[src/rtl/dma_cnt_pkg.sv]
package dma_cnt_pkg;
    // command-space register selectors (wr_addr[1:0] when wr_addr[3] is set)
    localparam logic [1:0] CMD_MODE  = 2'd0;
    localparam logic [1:0] CMD_MASK  = 2'd1;
    localparam logic [1:0] CMD_CTRL  = 2'd2;
    localparam logic [1:0] CMD_FFCLR = 2'd3;
    localparam int         BYTE_W    = 8;
endpackage

[src/rtl/dma_chan_regs.sv]
module dma_chan_regs
    import dma_cnt_pkg::*;
#(
    parameter int AW = 16
) (
    input  logic          clk,
    input  logic          rst,
    input  logic          ld_lo,
    input  logic          ld_hi,
    input  logic          ld_cnt,
    input  logic [7:0]    ld_byte,
    input  logic          step,
    input  logic          dec,
    input  logic          reload,
    output logic [AW-1:0] addr_o,
    output logic [AW-1:0] cnt_o,
    output logic          tc_o
);
    typedef struct packed {
        logic [AW-1:0] badr;
        logic [AW-1:0] bcnt;
        logic [AW-1:0] cadr;
        logic [AW-1:0] ccnt;
    } chan_t;

    chan_t s_d, s_q;

    always_comb begin
        s_d = s_q;
        if (reload) begin
            s_d.cadr = s_q.badr;
            s_d.ccnt = s_q.bcnt;
        end else if (ld_lo) begin
            if (ld_cnt) begin
                s_d.bcnt[BYTE_W-1:0] = ld_byte;
                s_d.ccnt[BYTE_W-1:0] = ld_byte;
            end else begin
                s_d.badr[BYTE_W-1:0] = ld_byte;
                s_d.cadr[BYTE_W-1:0] = ld_byte;
            end
        end else if (ld_hi) begin
            if (ld_cnt) begin
                s_d.bcnt[AW-1:BYTE_W] = ld_byte[AW-BYTE_W-1:0];
                s_d.ccnt[AW-1:BYTE_W] = ld_byte[AW-BYTE_W-1:0];
            end else begin
                s_d.badr[AW-1:BYTE_W] = ld_byte[AW-BYTE_W-1:0];
                s_d.cadr[AW-1:BYTE_W] = ld_byte[AW-BYTE_W-1:0];
            end
        end else if (step) begin
            s_d.cadr = dec ? s_q.cadr - 1'b1 : s_q.cadr + 1'b1;
            s_d.ccnt = s_q.ccnt - 1'b1;
        end
    end

    always_ff @(posedge clk) begin
        if (rst) s_q <= '0;
        else     s_q <= s_d;
    end

    assign addr_o = s_q.cadr;
    assign cnt_o  = s_q.ccnt;
    assign tc_o   = step && (s_q.ccnt == '0);

    // a plain step lowers the count by one
    a_r3_count_step: assert property (@(posedge clk) disable iff (rst)
        (step && !reload && !ld_lo && !ld_hi) |=> cnt_o == AW'($past(cnt_o) - 1'b1));
    // terminal count without reload wraps to all ones
    a_r4_wrap: assert property (@(posedge clk) disable iff (rst)
        (tc_o && !reload) |=> cnt_o == '1);
    // reload restores the base address
    a_r7_reload_addr: assert property (@(posedge clk) disable iff (rst)
        reload |=> addr_o == $past(s_q.badr));
endmodule

[src/rtl/dma_count_term.sv]
module dma_count_term
    import dma_cnt_pkg::*;
#(
    parameter int NCH = 4,
    parameter int AW  = 16
) (
    input  logic                    clk,
    input  logic                    rst,
    input  logic                    wr_en,
    input  logic [$clog2(NCH)+1:0]  wr_addr,
    input  logic [7:0]              wr_data,
    input  logic                    stat_rd,
    input  logic                    svc_act,
    input  logic [$clog2(NCH)-1:0]  svc_ch,
    input  logic                    step,
    input  logic                    eop_in_n,
    output logic                    eop_drive_o,
    output logic [AW-1:0]           addr_o,
    output logic [AW-1:0]           cnt_o,
    output logic [NCH-1:0]          mask_o,
    output logic [NCH-1:0]          tc_o
);
    localparam int CW  = $clog2(NCH);
    localparam int RAW = CW + 2;

    typedef struct packed {
        logic           ff;
        logic           m2m;
        logic           eop;
        logic [NCH-1:0] autoi;
        logic [NCH-1:0] dirdn;
        logic [NCH-1:0] mask;
        logic [NCH-1:0] tc;
    } ctl_t;

    ctl_t c_d, c_q;

    logic           chan_wr, cmd_wr, ext_eop;
    logic [CW-1:0]  wch, dch;
    logic [NCH-1:0] tc_hit, term, reload, ld_lo, ld_hi;
    logic [AW-1:0]  ch_addr [NCH];
    logic [AW-1:0]  ch_cnt  [NCH];

    assign chan_wr = wr_en && !wr_addr[RAW-1];
    assign cmd_wr  = wr_en &&  wr_addr[RAW-1];
    assign wch     = wr_addr[CW:1];
    assign dch     = wr_data[CW-1:0];
    assign ext_eop = svc_act && !eop_in_n && !c_q.eop;

    for (genvar g = 0; g < NCH; g++) begin : g_ch
        assign ld_lo[g]  = chan_wr && (wch == CW'(g)) && !c_q.ff;
        assign ld_hi[g]  = chan_wr && (wch == CW'(g)) &&  c_q.ff;
        assign term[g]   = tc_hit[g] || (ext_eop && svc_ch == CW'(g));
        assign reload[g] = term[g] && c_q.autoi[g];

        dma_chan_regs #(.AW(AW)) u_regs (
            .clk    (clk),
            .rst    (rst),
            .ld_lo  (ld_lo[g]),
            .ld_hi  (ld_hi[g]),
            .ld_cnt (wr_addr[0]),
            .ld_byte(wr_data),
            .step   (step && svc_act && svc_ch == CW'(g)),
            .dec    (c_q.dirdn[g]),
            .reload (reload[g]),
            .addr_o (ch_addr[g]),
            .cnt_o  (ch_cnt[g]),
            .tc_o   (tc_hit[g])
        );

        // end of service without reload masks the channel
        a_r8_mask_on_end: assert property (@(posedge clk) disable iff (rst)
            (term[g] && !c_q.autoi[g]) |=> mask_o[g]);
        // end of service always leaves the done bit set
        a_r9_done_set: assert property (@(posedge clk) disable iff (rst)
            term[g] |=> tc_o[g]);
        // a reloading channel keeps its mask unless software writes it
        a_r7_mask_kept: assert property (@(posedge clk) disable iff (rst)
            (reload[g] && !mask_o[g] && !(cmd_wr && wr_addr[1:0] == CMD_MASK))
            |=> !mask_o[g]);
    end

    always_comb begin
        c_d     = c_q;
        c_d.eop = 1'b0;
        if (chan_wr) c_d.ff = !c_q.ff;
        if (cmd_wr) begin
            unique case (wr_addr[1:0])
                CMD_MODE: begin
                    c_d.autoi[dch] = wr_data[CW];
                    c_d.dirdn[dch] = wr_data[CW+1];
                end
                CMD_MASK:  c_d.mask[dch] = wr_data[CW];
                CMD_CTRL:  c_d.m2m = wr_data[0];
                CMD_FFCLR: c_d.ff = 1'b0;
                default: ;
            endcase
        end
        if (stat_rd) c_d.tc = '0;
        for (int c = 0; c < NCH; c++) begin
            if (term[c]) begin
                c_d.tc[c] = 1'b1;
                if (!c_q.autoi[c]) c_d.mask[c] = 1'b1;
            end
            if (tc_hit[c] && !(c == 0 && c_q.m2m)) c_d.eop = 1'b1;
        end
    end

    always_ff @(posedge clk) begin
        if (rst) begin
            c_q      <= '0;
            c_q.mask <= '1;
        end else begin
            c_q <= c_d;
        end
    end

    assign eop_drive_o = c_q.eop;
    assign mask_o      = c_q.mask;
    assign tc_o        = c_q.tc;
    assign addr_o      = ch_addr[svc_ch];
    assign cnt_o       = ch_cnt[svc_ch];

    // only one channel can reach terminal count per cycle
    a_r4_single_tc: assert property (@(posedge clk) disable iff (rst)
        $onehot0(tc_hit));
    // channel 0 stays silent in memory-to-memory mode
    a_r5_m2m_quiet: assert property (@(posedge clk) disable iff (rst)
        (c_q.m2m && tc_hit[0]) |=> !eop_drive_o);
    // every non-suppressed terminal count drives the line next cycle
    a_r4_eop_pulse: assert property (@(posedge clk) disable iff (rst)
        (|tc_hit[NCH-1:1]) |=> eop_drive_o);
endmodule

[config.mk]
export PLATFORM = sky130hd
export DESIGN_NAME = dma_count_term
export DESIGN_NICKNAME = d
export VERILOG_FILES = /design/src/rtl/dma_cnt_pkg.sv /design/src/rtl/dma_chan_regs.sv /design/src/rtl/dma_count_term.sv
export SDC_FILE = /design/constraint.sdc
export NUM_CORES = 1
export LEC_CHECK = 0
export ABC_CLOCK_PERIOD_IN_PS = 3080
export BUFFER_PORTS_ARGS = -buffer_cell sky130_fd_sc_hd__buf_2
export CORE_ASPECT_RATIO = 1.5
export CORE_MARGIN = 1.5
export CORE_UTILIZATION = 30
export DETAILED_ROUTE_END_ITERATION = 8
export PLACE_DENSITY = 0.46
export SYNTH_ARGS = -nofsm -noshare
export SYNTH_HDL_FRONTEND = slang
export SYNTH_SLANG_ARGS = --single-unit
[constraint.sdc]
create_clock -name clk -period 3.08 [get_ports clk]
set_clock_uncertainty 0.2 [all_clocks]
set_input_delay 0.462 -clock clk [delete_from_list [all_inputs] [get_ports clk]]
set_output_delay 0.462 -clock clk [all_outputs]
set_load 0.1 [all_outputs]
Yosys cells after proc, flatten, opt, wreduce, memory -nomap -nowiden --
Index checks and enable logic that the tools add are counted.
Operators by class: eq/ne operators 33, bitwise operators 10, add/subtract/negate cells 12, mux-type cells 80, reductions and logical operators 97, order comparisons 3
Operators with widths (number):
- two-way mux 8 bit | 34
- two-way mux 32 bit | 8
- two-way mux 16 bit | 8
- subtractor 16 x 1 -> 16 bit (second input constant) | 8
- AND reduction 3 bit | 24
- adder 16 x 1 -> 16 bit (second input constant) | 4
- binary-select mux 16 bit (select 2 bit) | 2
- zero test 16 bit | 4
- != test 3 bit (second input constant) | 16
- logical AND 1 bit | 35
- AND reduction 4 bit | 8
- nonzero test 3 bit | 8
- two-way mux 1 bit | 20
- bitwise mux 4 bit | 3
- == test 2 bit (second input constant) | 6
- two-way mux 4 bit | 3
- != test 3 x 2 -> 1 bit (second input constant) | 4
- NOT 1 bit | 9
- != test 2 bit (second input constant) | 4
- nonzero test 2 bit | 4
- == test 2 x 1 -> 1 bit (second input constant) | 3
- zero test 2 bit | 3
- zero test 1 bit | 5
- logical OR 1 bit | 4
- other kinds (7) | 8
Storage, ports and cells: register bits 275, logic and storage cells 277, output and inout port bits 41, bits of input ports 21

Depth between registers and ports, before layout --
depth in word-level cells 9, mapped depth 11, mapped depth without buffers 9

Hierarchy --
A second synthesis with hierarchy kept.
Second synthesis, totals: cells, all modules 2396, area total of the unflattened synthesis 18874.4 um^2
Modules (own cells, without submodules):
- dma_chan_regs (g_ch[0].u_regs ...) | times used 2, sequential area each 1281.2 um^2, area each 4245.3 um^2, cells an instance 554
- dma_chan_regs (g_ch[3].u_regs) | times used 1, sequential area each 1281.2 um^2, area each 4327.9 um^2, cells an instance 570
- dma_chan_regs (g_ch[2].u_regs) | times used 1, sequential area each 1281.2 um^2, area each 4196.5 um^2, cells an instance 558
- dma_count_term | times used 1, sequential area each 380.4 um^2, area each 1859.3 um^2, cells an instance 160

Least setup slack after synthesis --
Ideal clock, no wire load.
path type reg2reg, start point register c_q (netlist bit eop_drive_o), end point register g_ch[2].u_regs.s_q[37] (netlist bit), data arrival time 2.518 ns, stages on the path, launching flop included 10, data required time 2.752 ns, clock period less this slack 2.846 ns, setup slack 0.234 ns, path buffers 2, library setup time 0.128 ns, cells stage by stage dfxtp_1 or3b_2 nor2_1 o21bai_2 and2_1 buf_4 buf_4 nor2_2 mux2i_1 nor2_1
Between the ends: cells in the longest elaborated chain, start to end 7
Ends and longest elaborated chain:
- start, declared | line dma_count_term.sv:36 | ctl_t c_d, c_q;
- zero test 1 bit | line dma_count_term.sv:48 | assign ext_eop = svc_act && !eop_in_n && !c_q.eop;
- logical AND 1 bit | line dma_count_term.sv:48
- logical AND 1 bit | line dma_count_term.sv:53 | assign term[g] = tc_hit[g] || (ext_eop && svc_ch == CW'(g));
- logical OR 1 bit | line dma_count_term.sv:53
- logical AND 1 bit | line dma_count_term.sv:54 | assign reload[g] = term[g] && c_q.autoi[g];
- NOT 1 bit (no source line)
- AND reduction 3 bit (no source line)
- end signal, assigned | line dma_chan_regs.sv:56 | if (rst) s_q <= '0;
- end signal, assigned | line dma_chan_regs.sv:57 | else s_q <= s_d;
- end, declared | line dma_chan_regs.sv:26 | chan_t s_d, s_q;
Every way passes these cells. A chain may end at the register's enable or synchronous reset.

Final worst setup path --
start point register c_q[9] (netlist bit), end point register g_ch[1].u_regs.s_q (netlist bit g_ch[1].u_regs.addr_o[12])
Between the ends: cells in the longest elaborated chain, start to end 5
Ends and longest elaborated chain:
- two-way mux 16 bit | line dma_chan_regs.sv:50 | s_d.cadr = dec ? s_q.cadr - 1'b1 : s_q.cadr + 1'b1;
- two-way mux 32 bit | line dma_chan_regs.sv:49 | end else if (step) begin
- two-way mux 8 bit | line dma_chan_regs.sv:41 | end else if (ld_hi) begin
- two-way mux 8 bit | line dma_chan_regs.sv:33 | end else if (ld_lo) begin
- two-way mux 32 bit | line dma_chan_regs.sv:30 | if (reload) begin
- end signal, assigned | line dma_chan_regs.sv:56
- end signal, assigned | line dma_chan_regs.sv:57
- end, declared | line dma_chan_regs.sv:26
Every way passes these cells. The select of a mux whose other input is x is not followed.

==> run summary <==
Status - complete, no violations
Drt drc - 0
H-tree Lvls - 1
Sequential share of power - 38.4%
Met3 usage - 2.00%
Tot GR Track Use - 23.1%
Final GP Congestion - 0.916
Vias per cell - 5.63
Clk sink count - 275
Vias in the first global route - 16.8k
Detailed Place HPWL - 53500 um
CP peak stage delay - 0.62 ns
# setup viols final - 0
# resized after CTS - 0
Count leader, synth - nor2_1
Crit path required time - 3.38 ns
Die Y - 299 um
Clk Latency, worst-skew pair - 0.62 ns
Std cell rows - 108
Setup_tns - 0 ns
Combinational Power Share - 17.6%
Filler instances - 6114
Hold WS - 0.0787 ns
Slew Limit Fails - 0
RSZ-0062 raised after global routing - false
Worst R2R Setup Slack - 0.23 ns
Die area - 59800 um2
Final ANT Viol Nets - 0
Period minus WS final - 2.85 ns
Clock Power Share - 44.0%
Share of cells above drive strength 1 - 14.7%
Final Hold Viols - 0
CTS tree - yes
TritonCTS Buffers - 31
Synthesized cell area - 17500 um2
Max_cap viols - 0
Starting Density - 30.3%
Max transition margin - 21.4%
Global-route wire length before repair - 106000 um
Cells along the critical path - ha_1 -> a211oi_1 -> o21ai_0 -> a31oi_1 -> a21oi_1 -> xor2_1 -> o21ai_0 -> a211oi_1
Post-synth top cells - nor2_1, dfxtp_1, nand2_1, a21oi_1, mux2i_1
Synthesized instance count - 2183
Postcts setup bufs - 0
Number of enable flip-flop cells after synthesis - 0
Grt ovf - 0
Clock slew at reported path FFs - 0.07 ns
Die width - 200 um
Final core occ - 35.2%
Global-route met2 utilization - 41.6%
WL/cell - 23.4 um
Gr busiest metal - met2
Switching pwr - 3.01 mW
Top cells by area, synth - dfxtp_1, nor2_1, mux2i_1
Sw frac - 30.3%
Period utilization - 92.6%
Main synth FF type - dfxtp_1
IO Port Bufs - 61
Pin count of the biggest net entering global routing - 78
P&R area growth vs syn - 16.3%
Routing usage on met1 - 27.0%
Seq cells post-synth - 275
Yosys top cell area share - 31.5%
Pwr Density - 488 nW/um2
DR pass1 iterations - 5
Syn Nets - 2272
I/O pins - 62
Initial antenna violation count - 3
CTS Hold Bufs - 0
Core area - 57700 um2
Synth unique cells - 95
VDD IR max - 0.327 mV
Final wirelength - 71000 um
Critical Path Source Type - flip-flop
WS Path Type - flip-flop to flip-flop
Root Driver - clkbuf_16
P_int - 6.91 mW
Worst Path Max Fanout - 11
Vias post-DR - 17.1k
Crit path DAT - 3.15 ns
Synth area leader - dfxtp_1
Seq/Total Area, Yosys - 31.5%
Worst-margin pin slew - 1.18 ns
Crit-path slowest cell - dfxtp_1
Leak - 8.03 nW
Synthesized area per cell - 8.01 um2
Clock Path Buffers - 3
Asr flop ratio synth - 0%
NumNets Final - 2329
Ys Warns - 0
Initial DRC count - 1429
Nature of the critical path endpoint - flip-flop
Fmax achieved - 351 MHz
Worst hold path type - input pin to flip-flop
cell usage in the layout (no fill, tap or decap), drive strengths merged, types with 59 or more instances in the layout:
master / netlist / layout
o21ai: 94 / 94
nor2: 291 / 291
mux2i: 106 / 106
ha: 64 / 64
nor3: 76 / 76
dfxtp: 275 / 275
a211oi: 59 / 59
nand3: 68 / 68
buf: 74 / 194
a21oi: 211 / 211
nand2: 249 / 249
sequential cells by signal, summed over array words and instances (netlist names):
| register | flops |
|---|---|
| g_ch.u_regs.s_q | 128 |
| g_ch.u_regs.addr_o | 64 |
| g_ch.u_regs.cnt_o | 64 |
| c_q | 10 |
| mask_o | 4 |
| tc_o | 4 |
| eop_drive_o | 1 |
worst paths after layout:
check / from / end / cells after the start
worst max-delay path: c_q[9] / g_ch[1].u_regs.addr_o[12] / 8
worst min register to register: g_ch[1].u_regs.s_q[36] / g_ch[1].u_regs.cnt_o[4] / 2
worst max register to register: c_q[9] / g_ch[1].u_regs.addr_o[12] / 8
worst min-delay path: stat_rd / tc_o[0] / 4
metal layers:
layer / up-vias / wire (um)
li1: 8142 / -
met5: - / 13
met2: 476 / 35500
met3: 143 / 2910
met1: 8325 / 28600
met4: 2 / 3900
critical path, delay by kind of cell (launching register included):
kind | cells | cell delay [ns]
adders and majority gates | 1 | 0.38
DFF | 1 | 0.62
AOI/OAI and AO/OA | 6 | 1.43
xor gates and xnor gates | 1 | 0.13
metrics by stage:
| step | setup WS [ns] | total power [mW] | area (um2) | cells |
|---|---|---|---|---|
| after floorplan | 0.234 | 5.03 | 17500 | 2183 |
| after global routing | 0.00207 | 10.3 | 20300 | 3034 |
| final | 0.228 | 9.92 | 20300 | 3036 |
| after detailed placement | 0.114 | 5.62 | 19100 | 2977 |
| after CTS | 0.0962 | 10.0 | 20300 | 3034 |
| after global placement | 0.189 | 5.61 | 19100 | 2977 |
power by group through the flow:
stage / Sequential, mW / Clock, mW / Combinational [mW]
after floorplan: 3.82 / 0 / 1.21
after global placement: 3.88 / 0 / 1.73
after detailed placement: 3.88 / 0 / 1.73
after CTS: 3.80 / 4.46 / 1.74
after global routing: 3.82 / 4.56 / 1.88
final: 3.81 / 4.36 / 1.75
kinds of logic (layout without fill, tap and decap cells):
| kind of cell | Yosys count | after routing | share of synthesized area [%] |
|---|---|---|---|
| and+or+nand+nor | 833 | 833 | 22.4 |
| adders and majority gates | 68 | 68 | 5.04 |
| muxes | 139 | 139 | 10.3 |
| DFF | 275 | 275 | 31.5 |
| xor gates and xnor gates | 54 | 54 | 2.71 |
| buffers and inverters | 194 | 275 | 4.93 |
| AOI/OAI and AO/OA | 620 | 620 | 23.2 |
| other | 0 | 2 | 0 |
layout make-up:
| cell class | instances | area [um2] | area share (%) |
|---|---|---|---|
| diodes | 2 | 5.00 | 0.0246 |
| clock inverters | 16 | 277 | 1.36 |
| flip-flops and latches | 275 | 5510 | 27.1 |
| multi-input cells | 1714 | 11100 | 54.8 |
| well taps | 770 | 963 | 4.74 |
| clock buffers | 41 | 903 | 4.44 |
| repair buffers | 195 | 1450 | 7.15 |
| inverters | 23 | 86.3 | 0.425 |
Note: power is estimated with default switching activity, not from simulation.
